File: src/rtl/lam_pkg.sv
package lam_pkg;

  // monitor slots; the descrambler flag combines DSCR and RCV
  localparam int NUM_MON  = 4;
  localparam int MON_SCR  = 0;
  localparam int MON_DSCR = 1;
  localparam int MON_RCV  = 2;
  localparam int MON_INH  = 3;

  typedef enum logic {
    MODE_OPERATE = 1'b0,
    MODE_INHIBIT = 1'b1
  } run_mode_e;

  // fault indicator rule: any data monitor timed out
  function automatic logic any_data_dead(input logic [NUM_MON-1:0] alive);
    return !(alive[MON_SCR] && alive[MON_DSCR] && alive[MON_RCV]);
  endfunction

endpackage

File: src/rtl/lam_sync.sv
module lam_sync #(
  parameter int WIDTH = 4
) (
  input  logic             clk,
  input  logic             rst_n,
  input  logic [WIDTH-1:0] async_i,
  output logic [WIDTH-1:0] sync_o
);

  logic [WIDTH-1:0] stage1_q;
  logic [WIDTH-1:0] stage2_q;

  always_ff @(posedge clk or negedge rst_n) begin
    if (!rst_n) begin
      stage1_q <= '0;
      stage2_q <= '0;
    end else begin
      stage1_q <= async_i;
      stage2_q <= stage1_q;
    end
  end

  assign sync_o = stage2_q;

  // the second stage only ever carries what the first stage held
  AST_SYNC_CHAIN: assert property (@(posedge clk) disable iff (!rst_n)
    1'b1 |=> stage2_q == $past(stage1_q));

endmodule

File: src/rtl/lam_timer.sv
module lam_timer #(
  parameter int TIMEOUT_CYCLES = 30_000_000,
  parameter int CNT_W          = $clog2(TIMEOUT_CYCLES + 1)
) (
  input  logic clk,
  input  logic rst_n,
  input  logic hit_i,
  output logic alive_o
);

  localparam logic [CNT_W-1:0] LIMIT = CNT_W'(TIMEOUT_CYCLES);

  logic [CNT_W-1:0] cnt_q;
  logic [CNT_W-1:0] cnt_next;
  logic             expired;

  function automatic logic [CNT_W-1:0] next_count(input logic [CNT_W-1:0] cur,
                                                   input logic hit);
    if (hit)
      return LIMIT;
    else if (cur != '0)
      return cur - 1'b1;
    else
      return '0;
  endfunction

  assign cnt_next = next_count(cnt_q, hit_i);
  assign expired  = (cnt_q == '0);
  assign alive_o  = !expired;

  always_ff @(posedge clk or negedge rst_n) begin
    if (!rst_n) cnt_q <= '0;
    else        cnt_q <= cnt_next;
  end

  AST_RELOAD_FULL: assert property (@(posedge clk) disable iff (!rst_n)
    hit_i |=> cnt_q == LIMIT);
  AST_CNT_BOUND: assert property (@(posedge clk) disable iff (!rst_n)
    cnt_q <= LIMIT);
  AST_DRAIN_STEP: assert property (@(posedge clk) disable iff (!rst_n)
    (!hit_i && !expired) |=> cnt_q == $past(cnt_q) - 1'b1);
  AST_STAY_EXPIRED: assert property (@(posedge clk) disable iff (!rst_n)
    (!hit_i && expired) |=> !alive_o);

endmodule

File: src/rtl/lam_status.sv
module lam_status
  import lam_pkg::*;
(
  input  logic               clk,
  input  logic               rst_n,
  input  logic [NUM_MON-1:0] alive_i,
  input  run_mode_e          mode_i,
  output logic               scr_fail_o,
  output logic               dscr_fail_n_o,
  output logic               fault_led_o,
  output logic               inhibit_led_o
);

  logic scr_fail_d;
  logic dscr_ok_d;
  logic fault_d;
  logic inhibit_d;

  always_comb begin
    scr_fail_d = !alive_i[MON_SCR];
    dscr_ok_d  = alive_i[MON_DSCR] && alive_i[MON_RCV];
    fault_d    = any_data_dead(alive_i);
    inhibit_d  = (mode_i == MODE_INHIBIT) && !alive_i[MON_INH];
  end

  always_ff @(posedge clk or negedge rst_n) begin
    if (!rst_n) begin
      scr_fail_o    <= 1'b1;
      dscr_fail_n_o <= 1'b0;
      fault_led_o   <= 1'b1;
      inhibit_led_o <= 1'b0;
    end else begin
      scr_fail_o    <= scr_fail_d;
      dscr_fail_n_o <= dscr_ok_d;
      fault_led_o   <= fault_d;
      inhibit_led_o <= inhibit_d;
    end
  end

  AST_SCR_FAIL_TRACK: assert property (@(posedge clk) disable iff (!rst_n)
    1'b1 |=> scr_fail_o == !$past(alive_i[MON_SCR]));
  AST_DSCR_PAIR: assert property (@(posedge clk) disable iff (!rst_n)
    1'b1 |=> dscr_fail_n_o == $past(alive_i[MON_DSCR] && alive_i[MON_RCV]));
  AST_FAULT_WITH_SCR: assert property (@(posedge clk) disable iff (!rst_n)
    scr_fail_o |-> fault_led_o);
  AST_FAULT_WITH_DSCR: assert property (@(posedge clk) disable iff (!rst_n)
    !dscr_fail_n_o |-> fault_led_o);
  AST_INH_DARK_OPERATE: assert property (@(posedge clk) disable iff (!rst_n)
    (mode_i == MODE_OPERATE) |=> !inhibit_led_o);

endmodule

File: src/rtl/line_activity_watch.sv
module line_activity_watch
  import lam_pkg::*;
#(
  parameter int TIMEOUT_CYCLES = 30_000_000
) (
  input  logic clk,
  input  logic rst_n,
  input  logic scr_line_i,
  input  logic dscr_line_i,
  input  logic rcv_line_i,
  input  logic inhibit_mode_i,
  output logic scr_fail_o,
  output logic dscr_fail_n_o,
  output logic fault_led_o,
  output logic inhibit_led_o
);

  localparam int CNT_W  = $clog2(TIMEOUT_CYCLES + 1);
  localparam int SYNC_W = NUM_MON;

  logic [SYNC_W-1:0]  raw_in;
  logic [SYNC_W-1:0]  sync_in;
  logic [NUM_MON-1:0] mon_hit;
  logic [NUM_MON-1:0] mon_alive;
  run_mode_e          mode_q;

  // slot MON_INH of the synchronizer carries the mode input
  assign raw_in[MON_SCR]  = scr_line_i;
  assign raw_in[MON_DSCR] = dscr_line_i;
  assign raw_in[MON_RCV]  = rcv_line_i;
  assign raw_in[MON_INH]  = inhibit_mode_i;

  lam_sync #(.WIDTH(SYNC_W)) u_sync (
    .clk     (clk),
    .rst_n   (rst_n),
    .async_i (raw_in),
    .sync_o  (sync_in)
  );

  assign mode_q = run_mode_e'(sync_in[MON_INH]);

  // the inhibit monitor shadows the descrambled line, or is starved
  assign mon_hit[MON_SCR]  = sync_in[MON_SCR];
  assign mon_hit[MON_DSCR] = sync_in[MON_DSCR];
  assign mon_hit[MON_RCV]  = sync_in[MON_RCV];
  assign mon_hit[MON_INH]  = (mode_q == MODE_OPERATE) && sync_in[MON_DSCR];

  for (genvar g = 0; g < NUM_MON; g++) begin : g_mon
    lam_timer #(
      .TIMEOUT_CYCLES (TIMEOUT_CYCLES),
      .CNT_W          (CNT_W)
    ) u_timer (
      .clk     (clk),
      .rst_n   (rst_n),
      .hit_i   (mon_hit[g]),
      .alive_o (mon_alive[g])
    );
  end

  lam_status u_status (
    .clk           (clk),
    .rst_n         (rst_n),
    .alive_i       (mon_alive),
    .mode_i        (mode_q),
    .scr_fail_o    (scr_fail_o),
    .dscr_fail_n_o (dscr_fail_n_o),
    .fault_led_o   (fault_led_o),
    .inhibit_led_o (inhibit_led_o)
  );

  AST_INH_STARVED: assert property (@(posedge clk) disable iff (!rst_n)
    (mode_q == MODE_INHIBIT) |-> !mon_hit[MON_INH]);
  AST_INH_LIGHTS: assert property (@(posedge clk) disable iff (!rst_n)
    ((mode_q == MODE_INHIBIT) && !mon_alive[MON_INH]) |=> inhibit_led_o);
  AST_LINE_REVIVES: assert property (@(posedge clk) disable iff (!rst_n)
    mon_hit[MON_SCR] |=> ##1 !scr_fail_o);

endmodule

File: config.mk
export PLATFORM = sky130hd
export DESIGN_NAME = line_activity_watch
export DESIGN_NICKNAME = d
export VERILOG_FILES = /design/src/rtl/lam_pkg.sv /design/src/rtl/lam_sync.sv /design/src/rtl/lam_timer.sv /design/src/rtl/lam_status.sv /design/src/rtl/line_activity_watch.sv
export SDC_FILE = /design/constraint.sdc
export NUM_CORES = 1
export LEC_CHECK = 0
export ABC_AREA = 1
export BUFFER_PORTS_ARGS = -buffer_cell sky130_fd_sc_hd__clkbuf_2
export CAP_MARGIN = 40
export CORE_UTILIZATION = 40
export DETAILED_ROUTE_END_ITERATION = 10
export GPL_TIMING_DRIVEN = 0
export HOLD_SLACK_MARGIN = 0.08
export SYNTH_ARGS = -nofsm -noshare
export SYNTH_HDL_FRONTEND = slang
export SYNTH_SLANG_ARGS = --single-unit
File: constraint.sdc
create_clock -name clk -period 3.7 [get_ports clk]
set_input_delay 0.185 -clock clk [delete_from_list [all_inputs] [get_ports clk]]
set_output_delay 0.185 -clock clk [all_outputs]
set_load 0.05 [all_outputs]
# --- Word level (Yosys, flattened, before mapping) ---
# Index checks and enable logic that the tools add are counted.
totals:
  regBits: 112
  input_bits: 6
  out_inout_bits: 4
op_classes:
  n_addsub: 4
  mux: 8
  bitwise_logic: 1
  n_reduce_logical: 17
ops:
  columns: ["op", "n"]
  rows:
  - ["$mux 25", 8]
  - ["$logic_not 25->1", 4]
  - ["$reduce_bool 25->1", 4]
  - ["$sub 25x1->25 const B", 4]
  - ["$logic_and 1x1->1", 5]
  - ["$logic_not 1->1", 4]
  - ["$not 1->1", 1]

# --- Depth between registers and ports, before layout ---
# Gate-level depths: netlist (run 1).
depth:
  ltp_word: 5
  ltp_mapped: 10

# --- Modules after synthesis ---
# A second synthesis (run 1) with hierarchy kept.
hier_totals:
  cells_unflattened: 812
  area_unflattened_um2: 6349.8
modules_own_cells:
  columns: ["mod", "instances", "cells_per_inst", "area_per_inst_um2", "seq_area_each_um2"]
  rows:
  - ["lam_timer", 4, 198, 1502.7, 625.6]
  - ["lam_sync", 1, 8, 200.2, 200.2]
  - ["lam_status", 1, 10, 128.9, 102.6]
  - ["line_activity_watch", 1, 2, 10.0, 0.0]

# --- Worst setup path after synthesis (run 1) ---
# Ideal clock, no wire load.
synth_timing:
  path_type: "reg2reg"
  start: "register g_mon[0].u_timer.cnt_q[0]"
  end: "register g_mon[0].u_timer.cnt_q[13]"
  setup_time_ns: 0.118
  arrival_time_ns: 1.421
  required_ns: 3.582
  slack_ns: 2.160
  stages_incl_launch_ff: 11
  path_buffers: 1
  period_less_slack_ns: 1.540
  path_cell_list: "dfrtp_1 -> inv_1 -> ha_1 -> nand2_2 -> nor2_4 -> nand2_4 -> nor2_4 -> nand2_4 -> nand2_4 -> buf_6 -> nor2_1"
synth_via:
  elab_chain_cells: 3
  elab_cells_between_ends: 4
  classes_between: "add/sub: 1; mux: 2; reduce/logical: 1"
synth_rtl:
  columns: ["element", "line", "source"]
  rows:
  - ["from (decl)", "lam_timer.sv:13", "logic [CNT_W-1:0] cnt_q;"]
  - ["from (signal assigned)", "lam_timer.sv:33", "else cnt_q <= cnt_next;"]
  - ["$sub 25x1->25 / $reduce_bool 25->1 (equally long branches)", "lam_timer.sv:22, lam_timer.sv:21", null]
  - ["$mux 25 (*)", "lam_timer.sv:21", "else if (cur != '0)"]
  - ["$mux 25 (*)", "lam_timer.sv:19", "if (hit)"]
  - ["net g_mon[0].u_timer.cnt_next[13]", "lam_timer.sv:14", "logic [CNT_W-1:0] cnt_next;"]
# Mark *: on every way through the listed nets, which the timed path passes. The rest lies on a longest branch.

# --- Final worst setup path (run 1) ---
layout_timing:
  start: "register g_mon[3].u_timer.cnt_q[0]"
  end: "register g_mon[3].u_timer.cnt_q[8]"
layout_via:
  elab_chain_cells: 3
  elab_cells_between_ends: 4
  classes_between: "add/sub: 1; mux: 2; reduce/logical: 1"
layout_rtl:
  columns: ["element", "line"]
  rows:
  - ["from (decl)", "lam_timer.sv:13"]
  - ["from (signal assigned)", "lam_timer.sv:33"]
  - ["$sub 25x1->25 / $reduce_bool 25->1 (equally long branches)", "lam_timer.sv:22, lam_timer.sv:21"]
  - ["$mux 25 (*)", "lam_timer.sv:21"]
  - ["$mux 25 (*)", "lam_timer.sv:19"]
  - ["net g_mon[3].u_timer.cnt_next[8]", "lam_timer.sv:14"]
# Marked as above.

==> results of run 1 <==
worst max-delay path: stages, from the launching register on:
cell and delay (ns):
dfrtp_1 0.39, inv_1 0.08, ha_1 0.23, nand3_4 0.12
nor2_4 0.28, nand4_1 0.31, inv_1 0.15, o21ai_0 0.08
placed cells by master (no fill, tap or decap), drive strengths merged, types with 5 or more instances in the layout:
master,count
buf,5
nand4,21
xor2,20
inv,87
clkbuf,22
dfrtp,110
nor2,213
nand2,197
o21ai,13
dlygate4sd3,5
xnor2,26
nand3,67
a21oi,7
power breakdown:
| group | total, uW | switching [uW] | internal [uW] |
|---|---|---|---|
| logic | 553 | 350 | 203 |
| clock network | 952 | 487 | 465 |
| registers | 1410 | 87.2 | 1320 |
through the flow:
step | total power [uW] | hold slack, ns | std cells | area, um^2 | util
after floorplan | 1850 | -0.111 | 790 | 6070 | -
after global placement | 1970 | 0.293 | 983 | 6340 | 0.433
after detailed placement | 1980 | 0.190 | 984 | 6380 | 0.435
after CTS | 2960 | 0.353 | 1005 | 6710 | 0.458
after global routing | 3090 | 0.358 | 1005 | 6710 | 0.458
final | 2910 | 0.350 | 1005 | 6710 | 0.458
kinds of logic (layout without fill, tap and decap cells):
family	count (synthesis)	after routing	share of synthesized area
simple gates	510	510	0.377
flops	112	112	0.462
buf+inv	92	123	0.0619
xor+xnor	46	46	0.0664
compound gates	26	26	0.0239
fa+ha+maj	4	4	0.00825
repair_timing:
| item | CTS | global route |
|---|---|---|
| gates resized for setup | 0 | 0 |
| hold buffers | 5 | 0 |
| endpoints found under the hold margin | 59 | 0 |
cell type report:
| class | instances | area, um^2 |
|---|---|---|
| plain buffers | 8 | 60.1 |
| clock buffers | 9 | 225 |
| clock inverters | 7 | 55.1 |
| fillers | 1463 | 7940 |
| inverters | 84 | 315 |
| multi-input cells | 586 | 2890 |
| flip-flops and latches | 112 | 2810 |
| well taps | 184 | 230 |
| repair buffers | 15 | 131 |
state kept, by name, summed over array words and instances, names as in the netlist:
name                    flops
g_mon.u_timer.cnt_q       100
u_status.dscr_fail_n_o      1
u_status.fault_led_o        1
u_status.inhibit_led_o      1
u_status.scr_fail_o         1
u_sync.stage1_q             4
u_sync.sync_o               4
routing by layer:
layer	vias up	GRT usage	wire length, um
met5	-	0	0
li1	2509	-	-
met4	0	0.0445	140
met2	65	0.280	5410
met3	15	0.0415	354
met1	2172	0.225	6100
final timing paths:
kind	cells past startpoint	endpoint	slack [ns]
setup / recovery	7	g_mon[3].u_timer.cnt_q[8]$_DFF_PN0_	1.92
hold / removal	2	g_mon[2].u_timer.cnt_q[1]$_DFF_PN0_	0.35
setup reg to reg	7	g_mon[3].u_timer.cnt_q[8]$_DFF_PN0_	1.92
hold reg to reg	0	u_sync.sync_o[1]$_DFF_PN0_	0.35
max in group asynchronous	3	u_status.scr_fail_o$_DFF_PN1_	2.70
min in group clk	0	u_sync.sync_o[1]$_DFF_PN0_	0.35
==> metrics.md, run 1 <==
| Metric | Value |
|---|---|
| Row cnt | `44` |
| Number of synthesized register bits | `112` |
| CTS tree | `yes` |
| Total of max-cap violations | `0` |
| Vias in the first global route | `4,650` |
| Avg Cell Area, Syn | `7.68 um^2` |
| Syn_nets | `800` |
| Nets | `826` |
| Ranking of synthesized cells by area | `dfrtp_1 45%, nor2_1 12%, nand2_1 12%` |
| Post-synth EDFFs | `0` |
| Worst slew pin tran | `0.475 ns` |
| Initial antenna violation count | `0` |
| Slew Viols, Final | `0` |
| Slew HR | `0.683` |
| Cell Area, Synth | `6070 um^2` |
| Worst Path Class, Setup | `reg -> reg` |
| Vias per cell | `4.74` |
| Drt drc | `0` |
| Port bufs | `9` |
| Post-layout min period | `1.78 ns` |
| ANT cells | `0` |
| Num CTS Buffers | `9` |
| Clk pin slew, worst setup/hold paths | `0.08 ns` |
| Setup slack after layout | `1.92 ns` |
| Worst Skew | `0.00614 ns` |
| Core Footprint | `14,600 um^2` |
| Setup TNS | `0 ns` |
| Overflow after GRT | `0` |
| All-layer global routing usage | `0.170` |
| Worst flop-to-flop path startpoint | `g_mon[3].u_timer.cnt_q[0]$_DFF_PN0_` |
| Clock Sinks | `112` |
| CP startpoint | `g_mon[3].u_timer.cnt_q[0]$_DFF_PN0_` |
| RSZ-0062 raised after global routing | `no` |
| Startpoint types | `flop` |
| Pre-CTS WS | `1.91 ns` |
| Post-Route WL | `12,000 um` |
| Count leader, synth | `nor2_1` |
| Die Span Y | `125 um` |
| Area Overhead vs Synth | `10.6%` |
| Layout cells sized above 1 | `0.0914` |
| Post-synth top cells | `189 x nor2_1, 187 x nand2_1, 110 x dfrtp_1` |
| Synthesized instance count | `790` |
| Final worst path period share | `0.481` |
| PD cells | `434 nW/um^2` |
| Worst skew pair latency | `0.36 ns` |
| Wire per inst | `11.9 um` |
| Pin count of the biggest net entering global routing | `58` |
| Area leader, netlist | `dfrtp_1` |
| Ports | `10` |
| Antenna-violating nets left | `0` |
| Worst Path Max Fanout | `7` |
| Clk root buf | `clkbuf_16` |
| Worst EP required | `3.92 ns` |
| Setup violators final | `0` |
| Leak pwr | `0.00312 uW` |
| Distinct cells, synth | `30` |
| Max VDD drop | `0.403 mV` |
| CTS Buffer Depth | `2` |
| Initial DRC Count | `266` |
| First-pass GRT wire length | `21,500 um` |
| Post-synth top area share | `0.454` |
| Final Hold Viols | `0` |
| Crit end category | `flop` |
| Hpwl dp | `8740 um` |
| Ys flop type | `dfrtp_1` |
| Status | `finished clean` |
| Synth warn | `0` |
| Setup bufs post-CTS | `0` |
| Die width | `125 um` |
| Critical path arrival | `2.00 ns` |
| Initial core utilization | `0.414` |
| Register area share after synthesis | `0.462` |
| 1st-pass router iterations | `7` |
| F_max | `562 MHz` |
| DIE AREA | `15,700 um^2` |
| Async SR Flop Fraction | `1.00` |
| H-tree depth | `3` |
| Worst min path class | `in -> async` |
| Vias | `4,761` |
| RePlAce Congestion | `0.817` |
No activity file was read; power rests on OpenSTA's default activity.
==> run 2, diff against run 1 <==
--- a/config.mk
+++ b/config.mk
@@ -5,7 +5,7 @@
 export SDC_FILE = /design/constraint.sdc
 export NUM_CORES = 1
 export LEC_CHECK = 0
-export ABC_AREA = 1
+export ABC_AREA = 0
 export BUFFER_PORTS_ARGS = -buffer_cell sky130_fd_sc_hd__clkbuf_2
 export CAP_MARGIN = 40
 export CORE_UTILIZATION = 40
==> constraint.sdc (replaced) <==
create_clock -name clk -period 1.5 [get_ports clk]
set_input_delay 0.075 -clock clk [delete_from_list [all_inputs] [get_ports clk]]
set_output_delay 0.075 -clock clk [all_outputs]
set_load 0.05 [all_outputs]
==> run 2 against run 1 <==
Effect of this change: the flow now finishes with violations (negative setup slack); utilization rose by 12 points; routed wire length fell by 0.32%; register-to-register slack got worse by 2.6 ns; sequential share of layout area fell by 3.9 points; worst setup slack got worse by 2.6 ns; highest routed layer unchanged.
==> metrics.md, run 2 <==
| Metric | Value |
|---|---|
| Post-synth top cells | `110 x dfrtp_1, 91 x nor2_1, 36 x xor2_1 (was 189 x nor2_1, 187 x nand2_1, 110 x dfrtp_1)` |
| CTS tree | `yes (unchanged)` |
| Clock power frac | `0.322 (was 0.327)` |
| Startpoint types | `flop (unchanged)` |
| Die width | `117 um (was 125 um)` |
| Vias | `4,109 (was 4,761)` |
| RSZ-0062 raised after global routing | `yes (was no)` |
| Vias per cell | `5.15 (was 4.74)` |
| Worst path slowest cell | `or4_4 (was dfrtp_1)` |
| Vias in the first global route | `4,184 (was 4,650)` |
| Clk root buf | `clkbuf_16 (unchanged)` |
| Setup violators final | `104 (was 0)` |
| Area Overhead vs Synth | `40.4% (was 10.6%)` |
| H-tree depth | `3 (unchanged)` |
| Num CTS Buffers | `9 (unchanged)` |
| Setup slack after layout | `-0.686 ns (was 1.92 ns)` |
| Sequential Power Share | `0.458 (was 0.483)` |
| P_int | `5460 uW (was 1990 uW)` |
| Cell Area, Synth | `5270 um^2 (was 6070 um^2)` |
| Clock Sinks | `112 (unchanged)` |
| Wire per inst | `15.0 um (was 11.9 um)` |
| Max VDD drop | `0.658 mV (was 0.403 mV)` |
| Worst reg2reg endpoint | `g_mon[1].u_timer.cnt_q[20]$_DFF_PN0_ (was g_mon[3].u_timer.cnt_q[8]$_DFF_PN0_)` |
| Critical path arrival | `2.44 ns (was 2.00 ns)` |
| Async SR Flop Fraction | `1.00 (unchanged)` |
| Worst R2R Path Depth | `7 (unchanged)` |
| Register area share after synthesis | `0.532 (was 0.462)` |
| CP cell instances | `or3_4 -> or4_4 -> nor4_4 -> or2_1 -> buf_6 -> clkbuf_16 -> nor2_1 (was inv_1 -> ha_1 -> nand3_4 -> nor2_4 -> nand4_1 -> inv_1 -> o21ai_0)` |
| Total buffers and inverters traversed by the critical path | `2 (unchanged)` |
| Hpwl dp | `6690 um (was 8740 um)` |
| Worst skew pair latency | `0.36 ns (about the same)` |
| Placed cell area | `5760 um^2 (was 6380 um^2)` |
| ANT cells | `0 (unchanged)` |
| Post-Route WL | `12,000 um (about the same)` |
| 1st-pass router iterations | `4 (was 7)` |
| Status | `finished, violations left (was finished clean)` |
| F_max | `457 MHz (was 562 MHz)` |
| Layout cells sized above 1 | `0.420 (was 0.0914)` |
| Leak pwr | `0.00289 uW (was 0.00312 uW)` |
| NetSw | `2270 uW (was 923 uW)` |
| First-pass GRT wire length | `19,800 um (was 21,500 um)` |
| Die Span Y | `117 um (was 125 um)` |
| Synth warn | `0 (unchanged)` |
| Worst slew pin tran | `0.640 ns (was 0.475 ns)` |
| Most frequent cells in the layout | `106 x dfrtp_1, 59 x buf_4, 42 x nor2_1, 41 x nor2_2, 35 x xor2_1 (was 189 x nor2_1, 187 x nand2_1, 110 x dfrtp_1, 83 x inv_1, 66 x nand3_1)` |
| Worst Path Class, Setup | `reg -> reg (unchanged)` |
| CTS Buffer Depth | `2 (unchanged)` |
| Failing checks | `negative setup slack` |
| Slew HR | `0.570 (was 0.683)` |
| Worst Skew | `0.00903 ns (was 0.00614 ns)` |
| Synthesized instance count | `514 (was 790)` |
| FF-to-FF setup slack | `-0.69 ns (was 1.92 ns)` |
| Power consumption | `7730 uW (was 2910 uW)` |
| Combinational Power Share | `0.219 (was 0.190)` |
| RePlAce Congestion | `0.756 (was 0.817)` |
| Syn_nets | `524 (was 800)` |
| Row cnt | `41 (was 44)` |
| Total of max-cap violations | `0 (unchanged)` |
| Worst Path Max Fanout | `6 (was 7)` |
| Distinct cells, synth | `49 (was 30)` |
| Port bufs | `9 (unchanged)` |
| Initial core utilization | `0.414 (about the same)` |
| Slew Viols, Final | `0 (unchanged)` |
| Clk pin slew, worst setup/hold paths | `0.07 ns (was 0.08 ns)` |
| Largest stage delay, worst path | `0.52 ns (was 0.39 ns)` |
| Storage element area | `2810 um^2 (about the same)` |
| Pin count of the biggest net entering global routing | `69 (was 58)` |
| Most common cell after layout, fill and taps aside | `dfrtp_1 (was nor2_1)` |
| Worst flop-to-flop path startpoint | `g_mon[1].u_timer.cnt_q[18]$_DFF_PN0_ (was g_mon[3].u_timer.cnt_q[0]$_DFF_PN0_)` |
| Sw frac | `0.293 (was 0.317)` |
| Final worst path period share | `1.46 (was 0.481)` |
| PD cells | `1040 nW/um^2 (was 434 nW/um^2)` |
| Count leader, synth | `dfrtp_1 (was nor2_1)` |
| Most flops, register | `g_mon.u_timer.cnt_q (unchanged)` |
| Avg Cell Area, Syn | `10.3 um^2 (was 7.68 um^2)` |
| Worst min path class | `in -> async (unchanged)` |
| Core Footprint | `12,700 um^2 (was 14,600 um^2)` |
| Area of the multi-input gates | `3000 um^2 (was 2890 um^2)` |
| Largest register FFs | `100 (unchanged)` |
| Initial antenna violation count | `0 (unchanged)` |
| Ranking of synthesized cells by area | `dfrtp_1 52%, nor2_1 6.5%, xor2_1 6.0% (was dfrtp_1 45%, nor2_1 12%, nand2_1 12%)` |
| All-layer global routing usage | `0.188 (was 0.170)` |
| Number of synthesized register bits | `112 (unchanged)` |
| Filler instances | `1,096 (was 1,463)` |
| Post-synth top area share | `0.522 (was 0.454)` |
| DIE AREA | `13,600 um^2 (was 15,700 um^2)` |
| Worst EP required | `1.75 ns (was 3.92 ns)` |
| Area leader, netlist | `dfrtp_1 (unchanged)` |
| Final Instance Area | `7400 um^2 (was 6710 um^2)` |
| Overflow after GRT | `0 (unchanged)` |
| Antenna-violating nets left | `0 (unchanged)` |
| Post-layout min period | `2.19 ns (was 1.78 ns)` |
| Nets | `631 (was 826)` |
| Ys flop type | `dfrtp_1 (unchanged)` |
| Final Hold Viols | `0 (unchanged)` |
| Worst path top cell family by delay | `simple AND/OR/NAND/NOR gates (unchanged)` |
| Drt drc | `0 (unchanged)` |
| Initial DRC Count | `225 (was 266)` |
| Post-synth EDFFs | `0 (unchanged)` |
| Crit end category | `flop (unchanged)` |
| Ports | `10 (unchanged)` |
-- run 2: layer usage --
| layer | track usage | vias up | wire length [um] |
|---|---|---|---|
| li1 | - | 1989 | - |
| met1 | 0.231 | 2061 | 5310 |
| met2 | 0.319 | 49 | 6120 |
| met3 | 0.0561 | 10 | 387 |
| met4 | 0.0557 | 0 | 147 |
| met5 | 0 | - | 0 |
-- run 2: worst max-delay path by stage --
stage                                          from                                    to  slack, ns  depth (start not counted)
3_5_place_dp    g_mon[1].u_timer.cnt_q[5]$_DFF_PN0_  g_mon[1].u_timer.cnt_q[12]$_DFF_PN0_      -1.21                          7
3_3_place_gp                                  rst_n          u_sync.stage1_q[3]$_DFF_PN0_      -1.29                          1
4_1_cts        g_mon[1].u_timer.cnt_q[17]$_DFF_PN0_  g_mon[1].u_timer.cnt_q[21]$_DFF_PN0_      -0.72                          8
2_1_floorplan  g_mon[1].u_timer.cnt_q[17]$_DFF_PN0_  g_mon[1].u_timer.cnt_q[12]$_DFF_PN0_      -0.71                          8
6_report       g_mon[1].u_timer.cnt_q[18]$_DFF_PN0_  g_mon[1].u_timer.cnt_q[20]$_DFF_PN0_      -0.69                          7
5_1_grt        g_mon[1].u_timer.cnt_q[13]$_DFF_PN0_  g_mon[1].u_timer.cnt_q[20]$_DFF_PN0_      -0.77                          7
-- run 2: cells by family (layout without fill, tap and decap cells) --
group	count (synthesis)	after routing	share of synthesized area
buffers and inverters	26	138	0.0240
XOR/XNOR	69	69	0.115
AND/OR/NAND/NOR	242	242	0.242
flip-flops	112	112	0.532
adder cells (fa/ha/maj)	4	4	0.00949
multiplexers	1	1	0.00190
AO/OA/AOI/OAI	60	60	0.0764
-- run 2: power groups by stage --
stage                     logic (uW)  registers (uW)  clock network, uW
after floorplan                  835            3530                  0
after global placement          1060            3570                  0
final                           1700            3540               2490
after CTS                       1520            3520               2580
after detailed placement        1090            3580                  0
after global routing            1870            3580               2680
-- run 2: area by class of cell --
cell class / count / area share
sequential: 112 / 0.380
inverter: 9 / 0.00456
multi-input combinational: 376 / 0.405
timing repair buffer: 101 / 0.125
tap: 172 / 0.0291
clock buffer: 11 / 0.0328
buffer: 12 / 0.0159
clock inverter: 5 / 0.00862
-- run 2: worst reg2reg max path: cells and delay by family (launching register included) --
kind                   cells  cell delay (ns)
DFF                        1             0.39
and+or+nand+nor            5             1.41
buffers and inverters      2             0.29
-- run 2: per-stage QoR --
step                      setup WS (ns)  TNS [ns]  hold slack [ns]  utilization  instances
final                            -0.686    -46.16            0.215        0.582        798
after global routing             -0.772    -54.15            0.254        0.582        798
after CTS                        -0.717    -49.71            0.218        0.546        772
after detailed placement          -1.21    -72.25           0.0394        0.453        696
after global placement            -1.29   -213.13            0.184        0.450        695
after floorplan                  -0.713    -42.18           -0.221            -        514
-- run 2: timing repair --
action / 4_1_cts / 5_1_grt
gates resized for setup: 88 / 83
endpoints found under the hold margin: 115 / 0
hold buffers: 5 / 0
setup buffers: 55 / 32
gates cloned: 2 / 3
pin swaps: 30 / 49
endpoints found under the setup margin: 104 / 104
==> run 3, diff against run 2 <==
--- a/config.mk
+++ b/config.mk
@@ -7,11 +7,11 @@
 export LEC_CHECK = 0
 export ABC_AREA = 0
 export BUFFER_PORTS_ARGS = -buffer_cell sky130_fd_sc_hd__clkbuf_2
-export CAP_MARGIN = 40
-export CORE_UTILIZATION = 40
+export CORE_UTILIZATION = 55
 export DETAILED_ROUTE_END_ITERATION = 10
 export GPL_TIMING_DRIVEN = 0
 export HOLD_SLACK_MARGIN = 0.08
+export PLACE_DENSITY = 0.74
 export SYNTH_ARGS = -nofsm -noshare
 export SYNTH_HDL_FRONTEND = slang
 export SYNTH_SLANG_ARGS = --single-unit
==> run 3 against run 2 <==
Effect of this change: cell count shrank 5.9%; routed wire length increased by 7.5%; the flow still finishes with violations (negative setup slack); non-clock buffer count fell by 4; count of clock-buffer cells in the layout rose by 1; first-iteration DRC count is 32% lower; sequential share of layout area grew 0.48 points; utilization rose by 21 points; final area decreased by 1.3%; largest cell class unchanged; clock power is 20% lower; register-to-register slack improved by 0.02 ns.
==> metrics.md, run 3 (synthesis gave the netlist of run 2 again) <==
| Metric | Value |
|---|---|
| Crit end category | `flop (unchanged)` |
| Area of the multi-input gates | `3070 um^2 (was 3000 um^2)` |
| Largest register FFs | `100 (unchanged)` |
| Vias | `4,231 (was 4,109)` |
| Slew HR | `0.411 (was 0.570)` |
| Most common cell after layout, fill and taps aside | `dfrtp_1 (unchanged)` |
| Clk pin slew, worst setup/hold paths | `0.11 ns (was 0.07 ns)` |
| Setup slack after layout | `-0.664 ns (was -0.686 ns)` |
| RePlAce Congestion | `0.742 (was 0.756)` |
| PD cells | `997 nW/um^2 (was 1040 nW/um^2)` |
| Core Footprint | `9280 um^2 (was 12,700 um^2)` |
| Nets | `627 (was 631)` |
| Min Hold Slack | `0.332 ns (was 0.215 ns)` |
| 1st-pass router iterations | `4 (unchanged)` |
| Max VDD drop | `0.952 mV (was 0.658 mV)` |
| Post-Route WL | `12,900 um (was 12,000 um)` |
| Storage element area | `2810 um^2 (about the same)` |
| Sw frac | `0.301 (was 0.293)` |
| Die Span Y | `99.9 um (was 117 um)` |
| Pre-CTS WS | `-1.13 ns (was -1.21 ns)` |
| Clock Sinks | `112 (unchanged)` |
| Most frequent cells in the layout | `107 x dfrtp_1, 54 x buf_4, 41 x nor2_1, 36 x nor2_2, 34 x xor2_1 (was 106 x dfrtp_1, 59 x buf_4, 42 x nor2_1, 41 x nor2_2, 35 x xor2_1)` |
| Worst min path class | `in -> async (unchanged)` |
| Row cnt | `35 (was 41)` |
| Initial DRC Count | `154 (was 225)` |
| Initial core utilization | `0.568 (was 0.414)` |
| Wire per inst | `17.1 um (was 15.0 um)` |
| Drt drc | `0 (unchanged)` |
| Final Instance Area | `7310 um^2 (was 7400 um^2)` |
| Post-layout min period | `2.16 ns (was 2.19 ns)` |
| Layout cells sized above 1 | `0.400 (was 0.420)` |
| CTS tree | `yes (unchanged)` |
| Final worst path period share | `1.44 (was 1.46)` |
| Initial antenna violation count | `0 (unchanged)` |
| Filler instances | `543 (was 1,096)` |
| RSZ-0062 raised after global routing | `yes (unchanged)` |
| Worst path slowest cell | `or4_4 (unchanged)` |
| Status | `finished, violations left (unchanged)` |
| H-tree depth | `3 (unchanged)` |
| NetSw | `2190 uW (was 2270 uW)` |
| Failing checks | `negative setup slack (unchanged)` |
| Startpoint types | `flop (unchanged)` |
| Clk root buf | `clkbuf_8 (was clkbuf_16)` |
| Port bufs | `9 (unchanged)` |
| ANT cells | `0 (unchanged)` |
| Clock power frac | `0.275 (was 0.322)` |
| Vias in the first global route | `4,032 (was 4,184)` |
| Hpwl dp | `6160 um (was 6690 um)` |
| Slew Viols, Final | `0 (unchanged)` |
| DIE AREA | `9980 um^2 (was 13,600 um^2)` |
| Ports | `10 (unchanged)` |
| Setup violators final | `104 (unchanged)` |
| Leak pwr | `0.00289 uW (about the same)` |
| Die width | `99.9 um (was 117 um)` |
| Most flops, register | `g_mon.u_timer.cnt_q (unchanged)` |
| F_max | `462 MHz (was 457 MHz)` |
| P_int | `5090 uW (was 5460 uW)` |
| Pin count of the biggest net entering global routing | `113 (was 69)` |
| Combinational Power Share | `0.235 (was 0.219)` |
| Vias per cell | `5.63 (was 5.15)` |
| Num CTS Buffers | `9 (unchanged)` |
| Power consumption | `7280 uW (was 7730 uW)` |
| Worst Skew | `0.0179 ns (was 0.00903 ns)` |
| CP cell instances | `or3_4 -> or4_4 -> nor4_4 -> or2_0 -> buf_4 -> buf_8 -> nor2_1 (was or3_4 -> or4_4 -> nor4_4 -> or2_1 -> buf_6 -> clkbuf_16 -> nor2_1)` |
| Worst Path Class, Setup | `reg -> reg (unchanged)` |
| Worst EP required | `1.76 ns (was 1.75 ns)` |
| Placed cell area | `5680 um^2 (was 5760 um^2)` |
| Worst slew pin tran | `0.884 ns (was 0.640 ns)` |
| Sequential Power Share | `0.490 (was 0.458)` |
| CTS Buffer Depth | `2 (unchanged)` |
| Overflow after GRT | `0 (unchanged)` |
| Worst Path Max Fanout | `5 (was 6)` |
| All-layer global routing usage | `0.241 (was 0.188)` |
| Worst skew pair latency | `0.38 ns (was 0.36 ns)` |
| Critical path arrival | `2.43 ns (was 2.44 ns)` |
| Antenna-violating nets left | `0 (unchanged)` |
| Setup TNS | `-50.87 ns (was -46.16 ns)` |
| First-pass GRT wire length | `18,900 um (was 19,800 um)` |
| Final Hold Viols | `0 (unchanged)` |
| Area Overhead vs Synth | `38.6% (was 40.4%)` |
| Largest stage delay, worst path | `0.52 ns (about the same)` |
| Total of max-cap violations | `0 (unchanged)` |
run 3: cell types whose count changed in the layout (fill, tap and decap cells not counted), sizes merged:
cell / delta
clkinvlp: +1
bufinv: +1
clkbuf: +1
inv: -1
buf: -4
clkinv: -2
run 3: path summary, 6_finish.rpt:
check	from	end	slack [ns]	depth (start not counted)
max	g_mon[1].u_timer.cnt_q[17]$_DFF_PN0_	g_mon[1].u_timer.cnt_q[12]$_DFF_PN0_	-0.66	7
min	rst_n	g_mon[0].u_timer.cnt_q[8]$_DFF_PN0_	0.33	2
max reg2reg	g_mon[1].u_timer.cnt_q[17]$_DFF_PN0_	g_mon[1].u_timer.cnt_q[12]$_DFF_PN0_	-0.66	7
min reg2reg	u_sync.stage1_q[2]$_DFF_PN0_	u_sync.sync_o[2]$_DFF_PN0_	0.35	0
max in group asynchronous	rst_n	g_mon[0].u_timer.cnt_q[3]$_DFF_PN0_	0.48	2
min in group clk	rcv_line_i	u_sync.stage1_q[2]$_DFF_PN0_	0.34	2
run 3: stage by stage:
stage / std cells / util
floorplan: 514 / -
global placement: 652 / 0.611
detailed placement: 652 / 0.612
CTS: 710 / 0.705
global route: 751 / 0.787
finish: 751 / 0.787
run 3: metal layers:
layer  wire (um)  vias to the layer above  share of wire  track usage
met5           0                        -              0            0
met4         284                        0          0.022        0.105
met3         506                       27          0.039       0.0487
met2        6460                       94           0.50        0.394
met1        5610                     2127           0.44        0.313
li1            -                     1983              -            -
run 3: timing repair:
action	CTS	global route
pin swaps	31	49
hold endpoints to repair	114	0
hold buffers	5	0
setup buffers	35	46
gates cloned	3	2
setup endpoints to repair	104	104
resized for setup	68	108
run 3: final cells by class:
type / instances / area share
Buffer: 13 / 0.0164
Tap cell: 129 / 0.0221
Sequential cell: 112 / 0.384
Clock inverter: 4 / 0.0104
Timing Repair Buffer: 96 / 0.122
Multi-Input combinational cell: 376 / 0.419
Inverter: 9 / 0.00496
Clock buffer: 12 / 0.0199
run 3: worst max-delay path: cells and delay by family (launching register included):
kind	cells	cell delay [ns]
buf+inv	2	0.30
flops	1	0.40
simple gates	5	1.36
run 3: power groups by stage:
stage                     combinational, uW  sequential [uW]  clock (uW)
after floorplan                         835             3530           0
after global placement                 1040             3560           0
after detailed placement               1070             3580           0
after CTS                              1300             3540        2040
after global routing                   1850             3610        2190
final                                  1710             3570        2000
